[src/rtl/stkptr_unit.sv]
module stkptr_unit #(
  parameter int LOW_W = 8,
  parameter int EXT_W = 3,
  parameter logic [7:0] SPL_ADDR = 8'h81,
  parameter logic [7:0] SPH_ADDR = 8'hB7,
  parameter logic [7:0] LOW_RESET = 8'h07
) (
  input  logic       clk,
  input  logic       rst_n,
  input  logic       push,
  input  logic       pop,
  input  logic       ext_en,
  input  logic [7:0] sfr_addr,
  input  logic       sfr_wr,
  input  logic [7:0] sfr_wdata,
  output logic [7:0] sfr_rdata,
  output logic [LOW_W+EXT_W-1:0] stk_addr,
  output logic       stk_xram,
  output logic       stk_wr,
  output logic       stk_valid
);
  localparam int PTR_W = LOW_W + EXT_W;

  logic [LOW_W-1:0] spl_q;
  logic [EXT_W-1:0] sph_q;

  logic [PTR_W-1:0] full, full_inc, full_dec;
  logic [LOW_W-1:0] low_inc, low_dec;
  logic [PTR_W-1:0] nxt_push, nxt_pop;

  assign full     = {sph_q, spl_q};
  assign full_inc = full + 1'b1;
  assign full_dec = full - 1'b1;
  assign low_inc  = spl_q + 1'b1;
  assign low_dec  = spl_q - 1'b1;

  assign nxt_push = ext_en ? full_inc : {sph_q, low_inc};
  assign nxt_pop  = ext_en ? full_dec : {sph_q, low_dec};

  assign stk_valid = push | pop;
  assign stk_wr    = push;
  assign stk_addr  = push ? (ext_en ? full_inc : {{EXT_W{1'b0}}, low_inc})
                   : pop  ? (ext_en ? full     : {{EXT_W{1'b0}}, spl_q})
                   : '0;
  assign stk_xram  = stk_valid & ext_en & (|stk_addr[PTR_W-1:LOW_W]);

  always_ff @(posedge clk or negedge rst_n) begin
    if (!rst_n) begin
      spl_q <= LOW_RESET[LOW_W-1:0];
      sph_q <= '0;
    end else if (push) begin
      {sph_q, spl_q} <= nxt_push;
    end else if (pop) begin
      {sph_q, spl_q} <= nxt_pop;
    end else if (sfr_wr) begin
      if (sfr_addr == SPL_ADDR) spl_q <= sfr_wdata[LOW_W-1:0];
      if (sfr_addr == SPH_ADDR) sph_q <= sfr_wdata[EXT_W-1:0];
    end
  end

  always_comb begin
    sfr_rdata = '0;
    if (sfr_addr == SPL_ADDR) sfr_rdata = spl_q;
    else if (sfr_addr == SPH_ADDR) sfr_rdata = {{(8-EXT_W){1'b0}}, sph_q};
  end
endmodule


[config.mk]
export PLATFORM = sky130hd
export DESIGN_NAME = stkptr_unit
export DESIGN_NICKNAME = d
export VERILOG_FILES = /design/src/rtl/stkptr_unit.sv
export SDC_FILE = /design/constraint.sdc
export NUM_CORES = 1
export LEC_CHECK = 0
export ABC_AREA = 1
export BUFFER_PORTS_ARGS = -buffer_cell sky130_fd_sc_hd__buf_2
export CAP_MARGIN = 20
export CORE_UTILIZATION = 48
export CTS_BUF_LIST = sky130_fd_sc_hd__clkbuf_8
export DETAILED_ROUTE_END_ITERATION = 10
export GPL_ROUTABILITY_DRIVEN = 0
export PLACE_DENSITY = 0.79
export SLEW_MARGIN = 10
export SYNTH_ARGS = -nofsm -noshare
export SYNTH_HDL_FRONTEND = slang
export SYNTH_SLANG_ARGS = --single-unit
[constraint.sdc]
create_clock -name clk -period 1.46 [get_ports clk]
set_input_delay 0.073 -clock clk [delete_from_list [all_inputs] [get_ports clk]]
set_output_delay 0.073 -clock clk [all_outputs]
set_load 0.01 [all_outputs]
==> impl_metrics.env, run 1 <==
export IMPL_grt_pass1_wl_um=6575
export IMPL_grt_max_degree=16
export IMPL_rrSetupSlack_ps=-250
export IMPL_r2r_start="spl_q[0]"
export IMPL_violations="setup timing"
export IMPL_die_area_um2=3039
export IMPL_areaGrowthSynthToFinish_pct=41.37
export IMPL_vdd_drop_max_uv=882.5
export IMPL_layout_common_cells="nand2_1 (58), buf_2 (42), inv_1 (26)"
export IMPL_firstDrtPassIters=4
export IMPL_power_mw=1.935
export IMPL_num_rows=18
export IMPL_finalHoldWorstSlack_ps=135.5
export IMPL_finalWorstSetupSlack_ps=-368.4
export IMPL_final_common_cell="nand2_1"
export IMPL_die_h_um=55.13
export IMPL_startpoint="spl_q[0]"
export IMPL_cts_root_buf="clkbuf_8"
export IMPL_min_period_ps=1828
export IMPL_clock_latency_ps=240
export IMPL_hold_path_end="spl_q[5]"
export IMPL_vias=1738
export IMPL_max_freq_mhz=546.9
export IMPL_crit_path_max_fanout=4
export IMPL_setup_viol=22
export IMPL_crit_required_ps=1390
export IMPL_place_inst=306
export IMPL_max_slew_margin=0.7044
export IMPL_crit_arrival_ps=1760
export IMPL_synthDistinctLibCells=32
export IMPL_cp_cell_sequence="ha_4, nand3_2, nor2_4, nand3_1, nand2_1, nand3_2, nand2_2, inv_1, nand2_1, buf_2"
export IMPL_cts_sinks=11
export IMPL_grt_usage=0.3057
export IMPL_instances_no_fill=319
export IMPL_fin_worst_skew_ps=6.017
export IMPL_power_density_nw_per_um2=1010
export IMPL_path_class="register to output pin"
export IMPL_core_um2=2567
export IMPL_wire_per_inst_um=12.97
export IMPL_drtAntennaViolNets=0
export IMPL_hold_violations=0
export IMPL_slowest_delay_ps=570
export IMPL_syn_inst=228
export IMPL_hold_depth=5
export IMPL_numPortBuffers=43
export IMPL_wirelength_um=4138
export IMPL_end_kind="output pin"
export IMPL_final_nets=314
export IMPL_status="finished, violations left"
export IMPL_cap_violations=0
export IMPL_utilization=0.7461
export IMPL_cp_start_kind="register"
export IMPL_grt_pass1_vias=1474
export IMPL_rr_endpoint="spl_q[7]"
export IMPL_hpwl_um=2994
export IMPL_synth_seq_cells=11
export IMPL_die_w_um=55.13
export IMPL_worstMarginPinSlew_ps=442.3
export IMPL_drtIter0Drc=51
export IMPL_drive_above_1_share=0.4014
export IMPL_netlist_top_cells_area="nand2_1 (17%), dfrtp_1 (15%), nand3_1 (9.6%), inv_1 (6.9%), nor2_1 (6.1%)"
export IMPL_dpl_instance_area_um2=1654
export IMPL_slowest_stage="dfstp_2"
export IMPL_cts_max_level=1
export IMPL_drc=0
export IMPL_reg2regPathDepth=11
export IMPL_slew_viol_final=0
export IMPL_yosysWarnings=0
export IMPL_synth_seq_area_share=0.2059
export IMPL_n_antenna_cell=0
export IMPL_place_ws_ps=-132.6
export IMPL_fillers=225
export IMPL_rsz0062_at_grt="true"
export IMPL_min_period_over_period=1.252
export IMPL_fin_area_um2=1916
export IMPL_power_leakage_nw=1.020
export IMPL_tritoncts="done"
export IMPL_path_clk_slew_ps=60
export IMPL_syn_area_per_cell_um2=5.943
export IMPL_via_per_inst=5.448
export IMPL_antenna_found_initial=0
export IMPL_grt_ovfl_total=0
export IMPL_synth_fp_nets=252
export IMPL_start_util=0.5278
export IMPL_hold_path_class="primary input to register"
export IMPL_synth_top_area_frac=0.1690
export IMPL_syn_cell_area_um2=1355
export IMPL_synth_top_area_cell="nand2_1"
export IMPL_setup_tns_ps=-3442
export IMPL_clock_path_buffers=2
export IMPL_cts_made_buffers=3
export IMPL_ios=44
export IMPL_hp_start="sfr_wdata[5]"
## state kept, by name, indices dropped and copies added, names as in the netlist
register  flops
spl_q         8
sph_q         3
## Yosys cell counts
cell and instances:
a21oi_1 4, a22oi_1 1, buf_2 1, buf_4 4, buf_6 2, clkbuf_1 1, clkinv_2 1, dfrtp_1 8
dfstp_2 3, ha_1 2, inv_1 25, inv_2 6, inv_4 3, inv_6 1, nand2_1 61, nand2_2 4
nand2_4 2, nand3_1 26, nand3_2 4, nand3b_1 1, nand4_1 6, nor2_1 22, nor2_2 5, nor2_4 2
nor3_1 2, nor4_1 1, o211ai_1 4, o21ai_0 16, o21ai_1 7, o221ai_1 1, o22ai_1 1, xnor2_1 1
## worst max path at each step
stage	endpoint	slack (ps)	depth (start not counted)
after floorplan	stk_xram	-5	9
after global placement	stk_xram	-100	9
after detailed placement	stk_xram	-130	9
after CTS	stk_xram	-320	10
after global routing	stk_xram	-430	9
final	stk_xram	-370	10
## critical path: cells and delay by family, from the launching register on
family	cells	cell delay (ps)
flip-flops	1	570
AND/OR/NAND/NOR	7	630
buffers and inverters	2	160
adder cells (fa/ha/maj)	1	160
## what timing repair did
item / 4_1_cts / 5_1_grt
setup endpoints to repair: 20 / 25
pin swaps: 12 / 5
hold buffers: 1 / 0
setup buffers: 7 / 1
gates resized for setup: 30 / 11
endpoints found under the hold margin: 11 / 0
## logic make-up after synthesis
family | Yosys count | synth area share
simple gates | 136 | 0.4755
buf+inv | 44 | 0.1551
compound gates | 34 | 0.1385
flops | 11 | 0.2059
fa+ha+maj | 2 | 0.01846
xor+xnor | 1 | 0.006465
## cell type report
type                       instances  area [um^2]  share of cell area
multi-input combinational        173        991.0              0.5173
timing repair buffer              65        407.9              0.2129
clock inverter                     1        3.754            0.001960
clock buffer                       3        41.29             0.02155
tap                               30        37.54             0.01960
sequential                        11        279.0              0.1457
inverter                          36        155.1             0.08099
## routing by layer
metal	GRT usage	share of wire
met4	0.09583	0.030
met3	0.04645	0.078
met5	0	0
met2	0.5301	0.46
met1	0.3849	0.43
## report_power, final
part           switching [mW]  total [mW]  internal (mW)  leakage, nW
clock network           0.132       0.318          0.186       0.0269
logic                   0.622        1.10          0.477        0.863
registers               0.130       0.518          0.388        0.130
Note: power is estimated with default switching activity, not from simulation.
==> inputs of run 2 (changes only) <==
Settings changed: GPL_TIMING_DRIVEN set to 0, SETUP_SLACK_MARGIN set to 0.15.
==> impl_metrics.env, run 2 (synthesis gave the netlist of run 1 again) <==
export IMPL_finalWorstSetupSlack_ps=-386.1
export IMPL_cp_start_kind="register"
export IMPL_cts_max_level=1
export IMPL_max_freq_mhz=541.7
export IMPL_vdd_drop_max_uv=971.2
export IMPL_fin_worst_skew_ps=1.589
export IMPL_status="finished, violations left"
export IMPL_core_um2=2567
export IMPL_cts_made_buffers=3
export IMPL_power_density_nw_per_um2=1033
export IMPL_top_regs="spl_q: 8 flops, sph_q: 3 flops"
export IMPL_violations="setup timing"
export IMPL_numPortBuffers=42
export IMPL_crit_required_ps=1390
export IMPL_grt_max_degree=12
export IMPL_crit_path_max_fanout=4
export IMPL_cts_sinks=11
export IMPL_wire_per_inst_um=14.11
export IMPL_setup_viol=22
export IMPL_slew_viol_final=0
export IMPL_path_class="register to output pin"
export IMPL_min_period_over_period=1.264
export IMPL_layout_common_cells="nand2_1 (56), buf_2 (41), inv_1 (24)"
export IMPL_worstMarginPinSlew_ps=417.0
export IMPL_hpwl_um=2930
export IMPL_antenna_found_initial=0
export IMPL_finalHoldWorstSlack_ps=125.6
export IMPL_n_antenna_cell=0
export IMPL_path_clk_slew_ps=60
export IMPL_end_kind="output pin"
export IMPL_crit_arrival_ps=1770
export IMPL_instances_no_fill=320
export IMPL_max_slew_margin=0.7194
export IMPL_firstDrtPassIters=7
export IMPL_utilization=0.7583
export IMPL_place_inst=300
export IMPL_hold_path_class="primary input to register"
export IMPL_drtIter0Drc=71
export IMPL_cap_violations=0
export IMPL_drtAntennaViolNets=0
export IMPL_vias=1795
export IMPL_regMostFlops="spl_q"
export IMPL_hold_violations=0
export IMPL_via_per_inst=5.609
export IMPL_tritoncts="done"
export IMPL_final_nets=315
export IMPL_die_w_um=55.13
export IMPL_grt_pass1_wl_um=6548
export IMPL_largest_reg_flops=8
export IMPL_clock_path_buffers=2
export IMPL_die_area_um2=3039
export IMPL_grt_pass1_vias=1457
export IMPL_start_util=0.5278
export IMPL_rsz0062_at_grt="true"
export IMPL_power_leakage_nw=1.019
export IMPL_min_period_ps=1846
export IMPL_drc=0
export IMPL_die_h_um=55.13
export IMPL_final_common_cell="nand2_1"
export IMPL_grt_usage=0.3072
export IMPL_grt_ovfl_total=0
export IMPL_drive_above_1_share=0.4069
export IMPL_cts_root_buf="clkbuf_8"
export IMPL_areaGrowthSynthToFinish_pct=43.68
export IMPL_ios=44
export IMPL_num_rows=18
export IMPL_clock_latency_ps=240
export IMPL_wirelength_um=4515
run 2: cell count changes in the layout (fill, tap and decap cells not counted), moves of 2 or more:
cell	change
inv_1	-2
o21ai_2	-2
nand2_2	+2
nand2_1	-2
run 2: stage by stage:
| step | worst slack, ps | area, um^2 | setup TNS [ps] | total power [mW] |
|---|---|---|---|---|
| final | -386.1 | 1947 | -5189 | 2.012 |
| after detailed placement | -129.2 | 1635 | -445.5 | 1.326 |
| after CTS | -329.0 | 1813 | -2895 | 1.792 |
| after floorplan | 54.68 | 1388 | 0 | 1.100 |
| after global routing | -511.9 | 1947 | -7041 | 2.145 |
| after global placement | -128.4 | 1635 | -476.8 | 1.316 |
run 2: repair_timing:
item,4_1_cts,5_1_grt
pin swaps,3,19
buffers inserted,6,9
resized for setup,20,22
cloned,0,0
hold endpoints to repair,11,0
setup endpoints to repair,22,28
hold buffers,1,0
run 2: layout make-up:
type	count	area, um^2
Multi-Input combinational cell	173	991.0
Fill cell	221	620.6
Timing Repair Buffer	58	362.8
Sequential cell	11	279.0
Inverter	36	165.2
Buffer	8	66.31
Clock buffer	3	41.29
Tap cell	30	37.54
Clock inverter	1	3.754
run 2: critical path, stage by stage, from the launching register on:
cell	delay [ps]
dfstp_2	580
buf_4	140
nand3_4	110
nor2_4	150
buf_4	130
nand2_1	40
nand2_1	50
nand3_1	80
o21ai_0	90
buf_2	160
run 2: report_power, final:
part / switching (mW) / internal, mW
Clock: 0.141 / 0.186
Sequential: 0.0862 / 0.387
Combinational: 0.710 / 0.502
run 2: layer usage:
| layer | vias up | global-route usage | wire length, um |
|---|---|---|---|
| met4 | 0 | 0.1208 | 148 |
| met2 | 112 | 0.5080 | 2163 |
| met5 | - | 0 | 0 |
| met1 | 803 | 0.4023 | 1829 |
| li1 | 862 | - | - |
| met3 | 18 | 0.03825 | 373 |
run 2: path summary, 6_finish.rpt:
kind                       slack, ps           to  cells after the start          from
max                             -390  stk_addr[5]                      9      spl_q[0]
min                              130     spl_q[7]                      5  sfr_wdata[7]
max reg2reg                     -250     spl_q[7]                     14      spl_q[1]
min reg2reg                      610     spl_q[5]                      2      spl_q[5]
max in group asynchronous        920     spl_q[1]                      2         rst_n
min in group asynchronous        250     spl_q[4]                      2         rst_n
==> inputs of run 3 (changes only) <==
Settings changed: PLACE_DENSITY 0.79 to not set, PLACE_DENSITY_LB_ADDON set to 0.3.
==> impl_metrics.env, run 3 (synthesis gave the netlist of run 1 again) <==
export IMPL_slowest_stage="dfstp_2"
export IMPL_cp_start_kind="register"
export IMPL_via_per_inst=5.564
export IMPL_n_antenna_cell=0
export IMPL_hp_start="sfr_wdata[7]"
export IMPL_wire_per_inst_um=13.97
export IMPL_r2r_start="spl_q[0]"
export IMPL_antenna_found_initial=0
export IMPL_cts_root_buf="clkbuf_8"
export IMPL_min_period_over_period=1.272
export IMPL_grt_usage=0.3061
export IMPL_final_nets=314
export IMPL_die_h_um=55.13
export IMPL_fin_worst_skew_ps=10.07
export IMPL_setup_viol=19
export IMPL_cp_num_buf_inv=1
export IMPL_ios=44
export IMPL_min_period_ps=1857
export IMPL_dpl_instance_area_um2=1635
export IMPL_layout_common_cells="nand2_1 (55), buf_2 (41), inv_1 (25)"
export IMPL_violations="setup timing"
export IMPL_power_density_nw_per_um2=1011
export IMPL_clock_path_buffers=2
export IMPL_crit_family="flip-flops"
export IMPL_status="finished, violations left"
export IMPL_cts_sinks=11
export IMPL_largest_reg_flops=8
export IMPL_power_mw=1.972
export IMPL_crit_required_ps=1390
export IMPL_final_common_cell="nand2_1"
export IMPL_worstMarginPinSlew_ps=417.4
export IMPL_rrSetupSlack_ps=-280
export IMPL_clock_latency_ps=240
export IMPL_drive_above_1_share=0.4152
export IMPL_hold_depth=5
export IMPL_crit_path_max_fanout=4
export IMPL_firstDrtPassIters=5
export IMPL_setup_tns_ps=-4303
export IMPL_cts_max_level=1
export IMPL_wirelength_um=4456
export IMPL_grt_pass1_vias=1520
export IMPL_hold_path_end="spl_q[7]"
export IMPL_top_regs="spl_q: 8 flops, sph_q: 3 flops"
export IMPL_rr_endpoint="spl_q[2]"
export IMPL_vias=1775
export IMPL_grt_pass1_wl_um=6548
export IMPL_hold_path_class="primary input to register"
export IMPL_finalHoldWorstSlack_ps=157.3
export IMPL_hpwl_um=3045
export IMPL_core_um2=2567
export IMPL_die_w_um=55.13
export IMPL_vdd_drop_max_uv=1118
export IMPL_drtAntennaViolNets=0
export IMPL_numPortBuffers=42
export IMPL_hold_violations=0
export IMPL_path_class="register to output pin"
export IMPL_num_rows=18
export IMPL_slew_viol_final=0
export IMPL_start_util=0.5278
export IMPL_place_ws_ps=-151.2
export IMPL_path_clk_slew_ps=60
export IMPL_instances_no_fill=319
export IMPL_end_kind="output pin"
export IMPL_fillers=211
export IMPL_grt_ovfl_total=0
export IMPL_reg2regPathDepth=11
export IMPL_crit_arrival_ps=1780
export IMPL_cp_cell_sequence="ha_4, nand4_1, o21ai_1, o211ai_1, o21ai_1, buf_2"
export IMPL_path_common_cell="o21ai_1"
export IMPL_drc=0
export IMPL_power_leakage_nw=1.025
export IMPL_cap_violations=0
export IMPL_max_freq_mhz=538.4
export IMPL_rsz0062_at_grt="true"
export IMPL_finalWorstSetupSlack_ps=-397.3
export IMPL_grt_max_degree=12
export IMPL_regMostFlops="spl_q"
export IMPL_tritoncts="done"
export IMPL_place_inst=300
export IMPL_utilization=0.7597
export IMPL_die_area_um2=3039
export IMPL_max_slew_margin=0.7192
export IMPL_startpoint="spl_q[0]"
export IMPL_areaGrowthSynthToFinish_pct=43.95
export IMPL_slowest_delay_ps=580
export IMPL_drtIter0Drc=53
export IMPL_fin_area_um2=1951
export IMPL_cts_made_buffers=3
[run 3: layout make-up]
| class | count | area (um^2) | share of cell area |
|---|---|---|---|
| Multi-Input combinational cell | 173 | 1001 | 0.5131 |
| Timing Repair Buffer | 57 | 356.6 | 0.1828 |
| Sequential cell | 11 | 279.0 | 0.1430 |
| Inverter | 36 | 165.2 | 0.08467 |
| Buffer | 8 | 66.31 | 0.03400 |
| Clock buffer | 3 | 41.29 | 0.02117 |
| Tap cell | 30 | 37.54 | 0.01924 |
| Clock inverter | 1 | 3.754 | 0.001924 |
[run 3: report_power, final]
group          total [mW]  internal, mW  switching [mW]
logic                1.17         0.484           0.689
clock network       0.316         0.185           0.131
registers           0.483         0.387          0.0953
[run 3: how the worst max path moves through the flow]
stage,to,slack (ps),depth (start not counted)
2_1_floorplan,sph_q[0],50,10
3_3_place_gp,stk_xram,-120,9
6_report,stk_addr[6],-400,6
5_1_grt,stk_xram,-450,10
3_5_place_dp,stk_xram,-150,9
4_1_cts,stk_xram,-340,8
[run 3: timing repair]
item                                    in CTS  in global routing
hold buffers                                 1                  0
setup buffers                                6                  8
resized for setup                           20                 25
hold endpoints to repair                    11                  0
endpoints found under the setup margin      23                 27
pin swaps                                    9                 10
[run 3: routing by layer]
metal | up-vias | track usage | part of all wire
li1 | 869 | - | -
met1 | 795 | 0.3611 | 0.42
met2 | 96 | 0.5402 | 0.48
met3 | 15 | 0.05738 | 0.078
met4 | 0 | 0.1208 | 0.028
met5 | - | 0 | 0
[run 3: worst min-delay path, stage by stage]
cell and delay (ps):
buf_2 70, nand2_1 40, nand3_1 70, nand2_1 50
nand2_1 50
